--- src/rtl/fltflag_pkg.sv ---
package fltflag_pkg;
    localparam int NUM_PH   = 3;
    localparam int REG_W    = NUM_PH + 2;
    localparam int POR_IDX  = 0;
    localparam int VC_IDX   = REG_W - 1;
    localparam int CNT_W    = $clog2(REG_W + 2);
    localparam logic [REG_W-1:0] POR_ONLY = REG_W'(1) << POR_IDX;
endpackage

--- src/rtl/fl_fall_det.sv ---
module fl_fall_det #(
    parameter int STAGES = 2
) (
    input  logic clk,
    input  logic rst_n,
    input  logic pad_in,
    input  logic released,
    output logic fall
);
    typedef struct packed {
        logic [STAGES-1:0] sync;
        logic              prev;
        logic [STAGES:0]   rel;
    } det_st_t;

    det_st_t st_d, st_q;

    always_comb begin
        st_d      = st_q;
        st_d.sync = {st_q.sync[STAGES-2:0], pad_in};
        st_d.prev = st_q.sync[STAGES-1];
        st_d.rel  = {st_q.rel[STAGES-1:0], released};
    end

    // an edge only counts if the block itself released the wire over the whole sync window
    assign fall = st_q.prev & ~st_q.sync[STAGES-1] & (&st_q.rel);

    always_ff @(posedge clk or negedge rst_n) begin
        if (!rst_n) st_q <= '0;
        else        st_q <= st_d;
    end
endmodule

--- src/rtl/fl_fault_reg.sv ---
module fl_fault_reg
    import fltflag_pkg::*;
(
    input  logic             clk,
    input  logic             rst_n,
    input  logic             wipe_all,
    input  logic             clear,
    input  logic [REG_W-1:0] set_bits,
    output logic [REG_W-1:0] bits_d,
    output logic [REG_W-1:0] bits_q
);
    always_comb begin
        if (wipe_all) bits_d = POR_ONLY;
        else          bits_d = (clear ? '0 : bits_q) | set_bits;
    end

    always_ff @(posedge clk or negedge rst_n) begin
        if (!rst_n) bits_q <= POR_ONLY;
        else        bits_q <= bits_d;
    end
endmodule

--- src/rtl/fl_readout.sv ---
module fl_readout
    import fltflag_pkg::*;
(
    input  logic             clk,
    input  logic             rst_n,
    input  logic             restart,
    input  logic             fall,
    output logic             done,
    output logic [CNT_W-1:0] cnt_d,
    output logic [CNT_W-1:0] cnt_q
);
    localparam logic [CNT_W-1:0] LAST = CNT_W'(REG_W);

    always_comb begin
        cnt_d = cnt_q;
        done  = 1'b0;
        if (restart) begin
            cnt_d = '0;
        end else if (fall) begin
            if (cnt_q == LAST) begin
                cnt_d = '0;
                done  = 1'b1;
            end else begin
                cnt_d = cnt_q + 1'b1;
            end
        end
    end

    always_ff @(posedge clk or negedge rst_n) begin
        if (!rst_n) cnt_q <= '0;
        else        cnt_q <= cnt_d;
    end
endmodule

--- src/rtl/fltflag_top.sv ---
module fltflag_top
    import fltflag_pkg::*;
#(
    parameter int SYNC_STAGES = 2
) (
    input  logic              clk,
    input  logic              rst_n,
    input  logic              clr_n,
    input  logic [NUM_PH-1:0] ls_short,
    input  logic              vsup_uv,
    input  logic              vlogic_uv,
    input  logic              ovt,
    input  logic              stop_on_fault,
    input  logic              flag2_in,
    output logic              flag1_oe,
    output logic              flag2_oe,
    output logic              disable_all
);
    typedef struct packed {
        logic f1_oe;
        logic f2_oe;
        logic dis;
    } top_st_t;

    top_st_t st_d, st_q;

    logic             f2_fall;
    logic             rd_done;
    logic             rd_restart;
    logic [CNT_W-1:0] rd_cnt_d, rd_cnt;
    logic [REG_W-1:0] set_vec, word_d, word_q;
    logic             word_clear;

    fl_fall_det #(.STAGES(SYNC_STAGES)) u_fall (
        .clk      (clk),
        .rst_n    (rst_n),
        .pad_in   (flag2_in),
        .released (~st_q.f2_oe),
        .fall     (f2_fall)
    );

    assign rd_restart = st_q.f2_oe | vlogic_uv | ~clr_n;

    fl_readout u_rd (
        .clk     (clk),
        .rst_n   (rst_n),
        .restart (rd_restart),
        .fall    (f2_fall),
        .done    (rd_done),
        .cnt_d   (rd_cnt_d),
        .cnt_q   (rd_cnt)
    );

    always_comb begin
        set_vec          = '0;
        set_vec[VC_IDX]  = vsup_uv;
        for (int ph = 0; ph < NUM_PH; ph++) set_vec[1+ph] = ls_short[ph];
    end

    assign word_clear = ~clr_n | rd_done;

    fl_fault_reg u_reg (
        .clk      (clk),
        .rst_n    (rst_n),
        .wipe_all (vlogic_uv),
        .clear    (word_clear),
        .set_bits (set_vec),
        .bits_d   (word_d),
        .bits_q   (word_q)
    );

    logic short_lat, f1_set, f2_set, rd_bit;

    always_comb begin
        st_d      = st_q;
        short_lat = 1'b0;
        for (int ph = 0; ph < NUM_PH; ph++) short_lat |= word_d[1+ph];
        f1_set    = ovt | vsup_uv | vlogic_uv;
        f2_set    = short_lat | vsup_uv | vlogic_uv;
        rd_bit    = 1'b0;
        for (int i = 0; i < REG_W; i++) begin
            if (rd_cnt_d == CNT_W'(i + 1)) rd_bit = word_d[i];
        end
        st_d.f2_oe = ~f2_set;
        st_d.f1_oe = (rd_cnt_d != '0) ? ~rd_bit : ~f1_set;
        st_d.dis   = vlogic_uv | vsup_uv | (ovt & stop_on_fault);
    end

    always_ff @(posedge clk or negedge rst_n) begin
        if (!rst_n) st_q <= '{f1_oe: 1'b1, f2_oe: 1'b1, dis: 1'b0};
        else        st_q <= st_d;
    end

    assign flag1_oe    = st_q.f1_oe;
    assign flag2_oe    = st_q.f2_oe;
    assign disable_all = st_q.dis;
endmodule

--- config.mk ---
export PLATFORM = sky130hd
export DESIGN_NAME = fltflag_top
export DESIGN_NICKNAME = d
export VERILOG_FILES = /design/src/rtl/fltflag_pkg.sv /design/src/rtl/fl_fall_det.sv /design/src/rtl/fl_fault_reg.sv /design/src/rtl/fl_readout.sv /design/src/rtl/fltflag_top.sv
export SDC_FILE = /design/constraint.sdc
export NUM_CORES = 1
export LEC_CHECK = 0
export ABC_AREA = 1
export CORE_AREA = 2 2 44 46
export DETAILED_ROUTE_END_ITERATION = 10
export DIE_AREA = 0 0 46 48
export GPL_ROUTABILITY_DRIVEN = 0
export PLACE_DENSITY = 0.68
export SETUP_SLACK_MARGIN = 0.05
export SYNTH_ARGS = -nofsm -noshare
export SYNTH_HDL_FRONTEND = slang
export SYNTH_HIERARCHICAL = 1
export SYNTH_SLANG_ARGS = --single-unit
--- constraint.sdc ---
create_clock -name clk -period 1.52 [get_ports clk]
set_input_delay 0.228 -clock clk [delete_from_list [all_inputs] [get_ports clk]]
set_output_delay 0.228 -clock clk [all_outputs]
set_load 0.05 [all_outputs]
* Word level (Yosys, flattened, before mapping)
Cells that the tools add are included.
** Word-level totals
- Input bits :: 11
- Logic and storage cells :: 52
- Output and inout port bits :: 3
- Bits in registers :: 17
** Operators by class
- Reductions and logical operators :: 2
- Bitwise operators :: 21
- Mux-type cells :: 14
- Eq/ne operators :: 6
- Add/subtract/negate cells :: 1
** Operators by type and width (count)
- 1-bit OR :: 11
- 5-bit 2-to-1 mux :: 2
- 3-bit equality test, second input constant :: 3
- 1-bit 2-to-1 mux :: 9
- 3-bit 2-to-1 mux :: 3
- 3-bit by 2-bit equality test with 1-bit output, second input constant :: 2
- 1-bit inverter :: 6
- 5-bit OR :: 1
- 3-bit by 1-bit adder with 3-bit output, second input constant :: 1
- 1-bit bitwise AND :: 3
- 3-bit by 1-bit equality test with 1-bit output, second input constant :: 1
- 3-bit AND reduction :: 1
- 3-bit nonzero test :: 1

* Longest topological paths before layout
Gate-level depths: netlist (run 1).
- Depth in word-level cells :: 16
- Depth in mapped cells :: 15

* By module
The synthesis (run 1) kept the hierarchy.
** Modules (own cells, without submodules)
- fltflag_top :: cells each 32, seq. area each 77.6 um2, area each 198.9 um2, times used 1
- fl_fault_reg :: cells each 21, seq. area each 126.4 um2, area each 191.4 um2, times used 1
- fl_fall_det :: cells each 10, seq. area each 150.1 um2, area each 166.4 um2, times used 1
- fl_readout :: cells each 18, seq. area each 75.1 um2, area each 142.6 um2, times used 1

* Worst setup path after synthesis (run 1)
Ideal clock, no wire load.
- Kind :: register to register
- From :: reg st_q (netlist bit flag2_oe)
- To :: reg st_q (netlist bit flag1_oe)
- Path slack :: -91 ps
- Required time :: 1437 ps
- Clock period less this slack :: 1611 ps
- Data arrival time :: 1528 ps
- Cell stages (with the launch flop) :: 12
- Path through :: dfstp_2 -> nor2_1 -> nand2_1 -> nor2_1 -> inv_1 -> nand2_1 -> inv_2 -> nand2_1 -> a21oi_1 -> nor2_1 -> nor3b_1 -> a21oi_1
** RTL lines
- start: declaration :: line fltflag_top.sv:25 : top_st_t st_d, st_q;
- start signal: assignment :: line fltflag_top.sv:90 : if (!rst_n) st_q <= '{f1_oe: 1'b1, f2_oe: 1'b1, dis: 1'b0};
- start signal: assignment :: line fltflag_top.sv:91 : else st_q <= st_d;

==> results of run 1 <==
-- final cells by class --
| type | instances | share of cell area (%) |
|---|---|---|
| multi-input combinational | 48 | 23.8 |
| sequential | 17 | 41.8 |
| inverter | 16 | 5.85 |
| timing repair buffer | 26 | 23.9 |
| tap | 17 | 2.07 |
| clock inverter | 1 | 0.487 |
| clock buffer | 3 | 2.19 |
-- worst max-delay path: stages, from the launching register on --
cell and delay (ns):
sky130_fd_sc_hd__dfrtp_1 0.39, sky130_fd_sc_hd__inv_1 0.06, sky130_fd_sc_hd__nand2_1 0.06, sky130_fd_sc_hd__nor2_2 0.15, sky130_fd_sc_hd__nand4_1 0.09, sky130_fd_sc_hd__nor2_1 0.12
sky130_fd_sc_hd__inv_1 0.04, sky130_fd_sc_hd__nand2_1 0.06, sky130_fd_sc_hd__inv_2 0.07, sky130_fd_sc_hd__nand2_2 0.06, sky130_fd_sc_hd__a21oi_2 0.06, sky130_fd_sc_hd__buf_4 0.13
sky130_fd_sc_hd__nor2_1 0.08, sky130_fd_sc_hd__and3_1 0.15
-- flip-flops by register name, indices dropped and copies added (netlist names) --
register      flops
flag1_oe          1
u_reg/bits_q      5
disable_all       1
u_fall/st_d       4
u_fall/st_q       2
flag2_oe          1
u_rd/cnt_q        3
-- metal layers --
metal / track usage [%] / vias up / part of all wire [%]
met2: 23.1 / 11 / 47
met4: 6.86 / 0 / 1.3
met1: 17.9 / 276 / 48
li1: - / 312 / -
met3: 3.40 / 4 / 4.0
met5: 0 / - / 0
-- stage by stage --
step | power [mW] | util, % | cells
2_1_floorplan | 0.542 | - | 81
3_3_place_gp | 0.619 | 57.0 | 122
3_5_place_dp | 0.622 | 57.0 | 122
4_1_cts | 0.860 | 59.2 | 127
5_1_grt | 0.899 | 60.8 | 128
6_report | 0.856 | 60.8 | 128
-- report_power, final --
group | total [mW] | internal [mW] | leakage [nW] | switching (mW)
clock | 0.233 | 0.0976 | 0.0177 | 0.136
combinational | 0.138 | 0.0700 | 0.275 | 0.0677
sequential | 0.484 | 0.475 | 0.197 | 0.00962
-- what timing repair did --
action                     in CTS  in global routing
gates resized for setup         1                  6
pin swaps                       1                  3
buffers inserted                1                  1
setup endpoints to repair       2                  5
gates cloned                    0                  0
-- cell families after synthesis --
group	synth area share (%)
compound gates	7.15
buf+inv	8.59
flops	61.4
other cells	0.536
simple gates	22.4
-- cells in the final DEF, fill, tap and decap left out, drive strengths merged --
| cell | Yosys | final |
|---|---|---|
| buf | 0 | 16 |
| nand2 | 19 | 19 |
| nor2 | 10 | 10 |
| dfstp | 3 | 3 |
| a21oi | 9 | 9 |
| clkinv | 0 | 1 |
| clkbuf | 0 | 3 |
| nand3 | 5 | 5 |
| inv | 16 | 16 |
| o21ai | 1 | 1 |
| and3 | 1 | 1 |
| dfrtp | 14 | 14 |
| clkdlybuf4s50 | 0 | 10 |
| conb | 1 | 1 |
| nand4 | 1 | 1 |
| nor3b | 1 | 1 |
-- worst min path at each step --
stage / slack (ns) / end / cells after the start / start
floorplan: -0.07 / disable_all / 0 / rst_n
global placement: 0.33 / u_fall/st_d[3] / 0 / u_fall/st_d[5]
detailed placement: 0.34 / u_fall/st_d[3] / 0 / u_fall/st_d[5]
CTS: 0.27 / u_fall/st_d[3] / 2 / rst_n
global route: 0.26 / u_fall/st_d[3] / 2 / rst_n
finish: 0.26 / u_fall/st_d[2] / 2 / rst_n
==> impl_metrics.py, run 1 <==
metrics = {
    "status": {
        "status": "finished, violations left",
        "failed_checks": "setup timing",
    },
    "global_routing": {
        "grt_antenna_before_repair": 0,
        "grt_max_degree": 18,
        "first_global_vias": 543,
        "grt_util_all_layers_pct": 14.3,
        "global_route_wire_length_before_repair_mm": 2.21,
        "grt_remaining_overflow": 0,
    },
    "finish": {
        "area_delta_synth_final_pct": 46.9,
        "n_fill_cell": 160,
        "regArea_sq_um": 429,
        "finish.net_count": 123,
        "stdcell_area_sq_um": 1030,
        "multi_input_comb_area_sq_um": 244,
        "num_antenna_cells": 0,
        "final_layout_size_suffix_gt1_share_pct": 31.5,
    },
    "place": {
        "dp_slack_ns": -0.194,
        "dpl-instance-area_sq_um": 962,
        "place.detailed.hpwl_microns": 975,
        "place.port_buffers": 13,
    },
    "timing": {
        "max_clock_freq_mhz": 641,
        "setup_viol": 2,
        "drv_slew": 0,
        "number_of_hold_violations_in_the_final_report": 0,
        "fin_crit_ns": 1.56,
        "final.setup_skew_ns": 0.00148,
        "final.setup.worst_slack_ns": -0.0390,
        "grt_setup_unrepaired": "yes",
        "fin_setup_tns_ns": -0.0664,
        "holdWs_ns": 0.260,
        "period_share_pct": 103,
    },
    "synthesis": {
        "synth_enable_flop_cells": 0,
        "yosysSeqAreaShare_pct": 61.4,
        "syn-num-nets": 92,
        "post_synth_num_cell_types": 14,
        "asyncSetResetFlopFracSynth_pct": 100,
        "ys_warnings": 6,
        "synth.cell_area_sq_um": 699,
        "synth_most_common_cell": "sky130_fd_sc_hd__nand2_1",
        "post-synth-top-area-fraction_pct": 50.1,
        "netlist_instances": 81,
        "postSynthRegisterBits": 17,
        "post-synth-top-area-cell": "sky130_fd_sc_hd__dfrtp_1",
        "ys.flop_type": "sky130_fd_sc_hd__dfrtp_1",
        "synthTopCellsByCount": "sky130_fd_sc_hd__nand2_1, sky130_fd_sc_hd__inv_1, sky130_fd_sc_hd__dfrtp_1",
        "synthTopCellsByArea": "sky130_fd_sc_hd__dfrtp_1, sky130_fd_sc_hd__dfstp_2, sky130_fd_sc_hd__nand2_1",
        "syn-mean-instance-area_sq_um": 8.63,
    },
    "clocking": {
        "clk_lat_worst_skew_ns": 0.28,
        "tritoncts": "built",
        "clk_pin_slew_ns": 0.10,
        "cts_made_buffers": 3,
        "clock_tree.htree_level_count": 1,
        "cts_root_buf": "sky130_fd_sc_hd__clkbuf_4",
        "hold_buffers": 0,
        "clock_sink_count": 17,
        "clockBufferDepth": 2,
    },
    "setup_path": {
        "ws_path_type": "flop to flop",
        "end_kind": "flop",
        "ff2ff_setup_slack_ns": -0.04,
        "rr_worst_depth": 13,
        "critical_path.startpoint": "u_fall/st_d[3]",
        "crit-reg2reg-launch": "u_fall/st_d[3]",
        "critical_path_required_ns": 1.75,
        "r2r_end": "flag2_oe",
        "endpoint": "flag2_oe",
        "critical_path_arrival_ns": 1.79,
        "crit_path_start_kind": "flop",
        "path_max_fanout": 5,
    },
    "drt": {
        "average_wire_length_per_cell_after_detail_routing_microns": 10.3,
        "routed_wirelength_mm": 1.32,
        "route.vias.total": 603,
        "first_iter_violations": 3,
        "avgViaCountPerCell": 4.71,
        "drc": 0,
        "detail-route-antenna-nets": 0,
        "drt_pass1_iterations": 4,
    },
    "floorplanning": {
        "die_area_sq_um": 2210,
        "io_pins": 14,
        "fp.dieW_microns": 46,
        "fp.dieH_microns": 48,
        "std_cell_rows": 15,
        "floorplan.core_area_sq_um": 1690,
        "start_util_pct": 41.4,
    },
    "job": {
        "timing.max_cap.violations": 0,
    },
    "power": {
        "powerDensity_nw_per_um2": 833,
        "max-vdd-ir-drop_mv": 0.411,
        "p_leak_nw": 0.490,
    },
    "worst_hold_path": {
        "timing.hold.worst.class": "primary input to async pin",
    },
}
(Power assumes the default switching activity.)
==> run 2, diff against run 1 <==
--- a/config.mk
+++ b/config.mk
@@ -6,11 +6,12 @@
 export NUM_CORES = 1
 export LEC_CHECK = 0
 export ABC_AREA = 1
-export CORE_AREA = 2 2 44 46
+export CORE_AREA = 2 2 41 43
+export CTS_CLUSTER_SIZE = 16
 export DETAILED_ROUTE_END_ITERATION = 10
-export DIE_AREA = 0 0 46 48
+export DIE_AREA = 0 0 43 45
+export DONT_BUFFER_PORTS = 1
 export GPL_ROUTABILITY_DRIVEN = 0
-export PLACE_DENSITY = 0.68
 export SETUP_SLACK_MARGIN = 0.05
 export SYNTH_ARGS = -nofsm -noshare
 export SYNTH_HDL_FRONTEND = slang
==> run 2 against run 1 <==
The run ends with hold timing left; hold slack got worse by 0.28 ns; fmax rose by 3.8%; wire length fell by 2.0%; register-to-register slack improved by 0.06 ns; largest power group unchanged; highest routed layer unchanged.
==> impl_metrics.py, run 2 (same netlist as run 1, synthesis figures left out) <==
metrics = {
    "drt": {
        "average_wire_length_per_cell_after_detail_routing_microns": 11.7,
        "route.vias.total": 534,
        "wl_met2_microns": 671,
        "first_iter_violations": 14,
        "drc": 0,
        "top_layer": "met4",
        "drt_pass1_iterations": 4,
        "wl_met1_microns": 547,
        "detail-route-antenna-nets": 0,
        "wl_met3_microns": 58,
        "avgViaCountPerCell": 4.85,
        "routed_wirelength_mm": 1.29,
    },
    "setup_path": {
        "crit_cells": 11,
        "endpoint": "flag1_oe",
        "crit_path_start_kind": "flop",
        "critical_path_arrival_ns": 1.72,
        "cp_cell_sequence": "nor2_1 -> nand2_1 -> nor2_1 -> inv_1 -> nand2_1 -> inv_2 -> nand2_1 -> a21oi_2 -> nor2_1 -> nor3b_2 -> a21oi_2",
        "ff2ff_setup_slack_ns": 0.02,
        "rr_worst_depth": 11,
        "ws_path_type": "flop to flop",
        "critical_path.startpoint": "flag2_oe",
        "r2r_end": "flag1_oe",
        "end_kind": "flop",
        "crit-reg2reg-launch": "flag2_oe",
        "critical_path_required_ns": 1.74,
        "worstPathBufferInverterCount": 2,
        "crit_path_max_incr_delay_ns": 0.55,
        "crit_slowest_cell": "sky130_fd_sc_hd__dfstp_2",
        "path_max_fanout": 5,
        "cp_top_family": "flip-flops",
    },
    "clocking": {
        "hold_buffers": 2,
        "cts_root_buf": "sky130_fd_sc_hd__clkbuf_4",
        "clock_sink_count": 17,
        "cts_made_buffers": 3,
        "clk_lat_worst_skew_ns": 0.29,
        "clk_pin_slew_ns": 0.11,
        "clockBufferDepth": 2,
        "tritoncts": "built",
        "clock_tree.htree_level_count": 1,
    },
    "finish": {
        "final_layout_size_suffix_gt1_share_pct": 30.9,
        "layout_common_cells": "sky130_fd_sc_hd__nand2_1, sky130_fd_sc_hd__inv_1, sky130_fd_sc_hd__dfrtp_1",
        "area_delta_synth_final_pct": 23.4,
        "regArea_sq_um": 429,
        "finish.net_count": 106,
        "multi_input_comb_area_sq_um": 251,
        "largest_register": "u_reg/bits_q",
        "num_antenna_cells": 0,
        "leading_cell_type_in_the_layout_fill_and_taps_excluded": "sky130_fd_sc_hd__nand2_1",
        "finalCoreUtilization_pct": 58.7,
        "largest_register_ff_count": 5,
        "n_fill_cell": 133,
        "stdcell_area_sq_um": 863,
    },
    "power": {
        "p_comb_share_pct": 10.0,
        "max-vdd-ir-drop_mv": 0.571,
        "switching_share_pct": 25.8,
        "share_clk_of_total_power_pct": 29.8,
        "p_leak_nw": 0.405,
        "p_sw_uw": 211,
        "powerDensity_nw_per_um2": 949,
        "intPower_uw": 608,
        "share_seq_of_total_power_pct": 60.1,
    },
    "global_routing": {
        "global_route_wire_length_before_repair_mm": 2.15,
        "grt_antenna_before_repair": 0,
        "grt_remaining_overflow": 0,
        "grt_util_all_layers_pct": 15.5,
        "first_global_vias": 524,
        "grt_max_degree": 18,
    },
    "timing": {
        "fin_setup_tns_ns": 0,
        "grt_setup_unrepaired": "yes",
        "number_of_hold_violations_in_the_final_report": 2,
        "holdWs_ns": -0.0223,
        "fin_crit_ns": 1.50,
        "final.setup_skew_ns": 0.00985,
        "drv_slew": 0,
        "timing.max_slew.rel_slack_pct": 51.3,
        "max_clock_freq_mhz": 666,
        "setup_viol": 0,
        "max_slew.worst_pin.slew_ns": 0.728,
        "period_share_pct": 98.8,
    },
    "worst_hold_path": {
        "timing.hold.worst.class": "primary input to flop",
    },
    "floorplanning": {
        "fp.dieH_microns": 45,
        "floorplan.core_area_sq_um": 1470,
        "start_util_pct": 47.5,
        "io_pins": 14,
        "die_area_sq_um": 1940,
        "std_cell_rows": 14,
        "fp.dieW_microns": 43,
    },
    "status": {
        "status": "finished, violations left",
        "failed_checks": "hold timing",
    },
    "place": {
        "place.port_buffers": 0,
        "dpl-instance-area_sq_um": 753,
        "place.detailed.hpwl_microns": 871,
    },
    "job": {
        "timing.max_cap.violations": 0,
    },
}
[run 2: stage by stage]
| stage | power (mW) | cells | setup WS, ns | hold slack [ns] |
|---|---|---|---|---|
| 2_1_floorplan | 0.542 | 81 | -0.0616 | -0.0676 |
| 3_3_place_gp | 0.555 | 100 | -0.0201 | -0.0672 |
| 3_5_place_dp | 0.557 | 100 | -0.0174 | -0.0672 |
| 4_1_cts | 0.830 | 109 | 0.0101 | -0.0378 |
| 5_1_grt | 0.866 | 110 | -0.145 | -0.0467 |
| 6_report | 0.819 | 110 | 0.0183 | -0.0223 |
[run 2: worst min path at each step]
stage | startpoint | to | slack [ns] | depth (start not counted)
floorplan | rst_n | disable_all | -0.07 | 0
global placement | rst_n | u_fall/st_q[3] | -0.07 | 0
detailed placement | rst_n | u_fall/st_q[2] | -0.07 | 0
CTS | vlogic_uv | u_reg/bits_q[3] | -0.04 | 1
global route | vlogic_uv | u_reg/bits_q[4] | -0.05 | 1
finish | vlogic_uv | u_reg/bits_q[3] | -0.02 | 1
[run 2: layout make-up]
| class | instances | area share [%] |
|---|---|---|
| Clock buffer | 3 | 2.61 |
| Inverter | 16 | 6.96 |
| Clock inverter | 1 | 0.870 |
| Multi-Input combinational cell | 48 | 29.1 |
| Sequential cell | 17 | 49.7 |
| Tap cell | 16 | 2.32 |
| Timing Repair Buffer | 9 | 8.41 |
[run 2: layer usage]
| layer | GRT usage [%] | up-vias |
|---|---|---|
| li1 | - | 273 |
| met1 | 19.6 | 243 |
| met2 | 25.2 | 14 |
| met3 | 2.80 | 4 |
| met4 | 9.09 | 0 |
| met5 | 0 | - |
[run 2: power groups by stage]
stage / Sequential [mW] / Clock (mW) / Combinational (mW)
global placement: 0.500 / 0 / 0.0548
floorplan: 0.504 / 0 / 0.0383
CTS: 0.493 / 0.259 / 0.0785
detailed placement: 0.501 / 0 / 0.0560
finish: 0.493 / 0.244 / 0.0822
global route: 0.495 / 0.277 / 0.0941
[run 2: worst reg2reg max path, cell delays in order, from the launching register on]
cell and delay [ns]:
sky130_fd_sc_hd__dfstp_2 0.55, sky130_fd_sc_hd__nor2_1 0.04, sky130_fd_sc_hd__nand2_1 0.07, sky130_fd_sc_hd__nor2_1 0.05
sky130_fd_sc_hd__inv_1 0.04, sky130_fd_sc_hd__nand2_1 0.05, sky130_fd_sc_hd__inv_2 0.10, sky130_fd_sc_hd__nand2_1 0.08
sky130_fd_sc_hd__a21oi_2 0.14, sky130_fd_sc_hd__nor2_1 0.07, sky130_fd_sc_hd__nor3b_2 0.19, sky130_fd_sc_hd__a21oi_2 0.05
[run 2: repair_timing]
action                                  CTS  global route
endpoints found under the setup margin    1             3
pin swaps                                 6             4
endpoints found under the hold margin    20             2
resized for setup                         6             4
setup buffers                             3             1
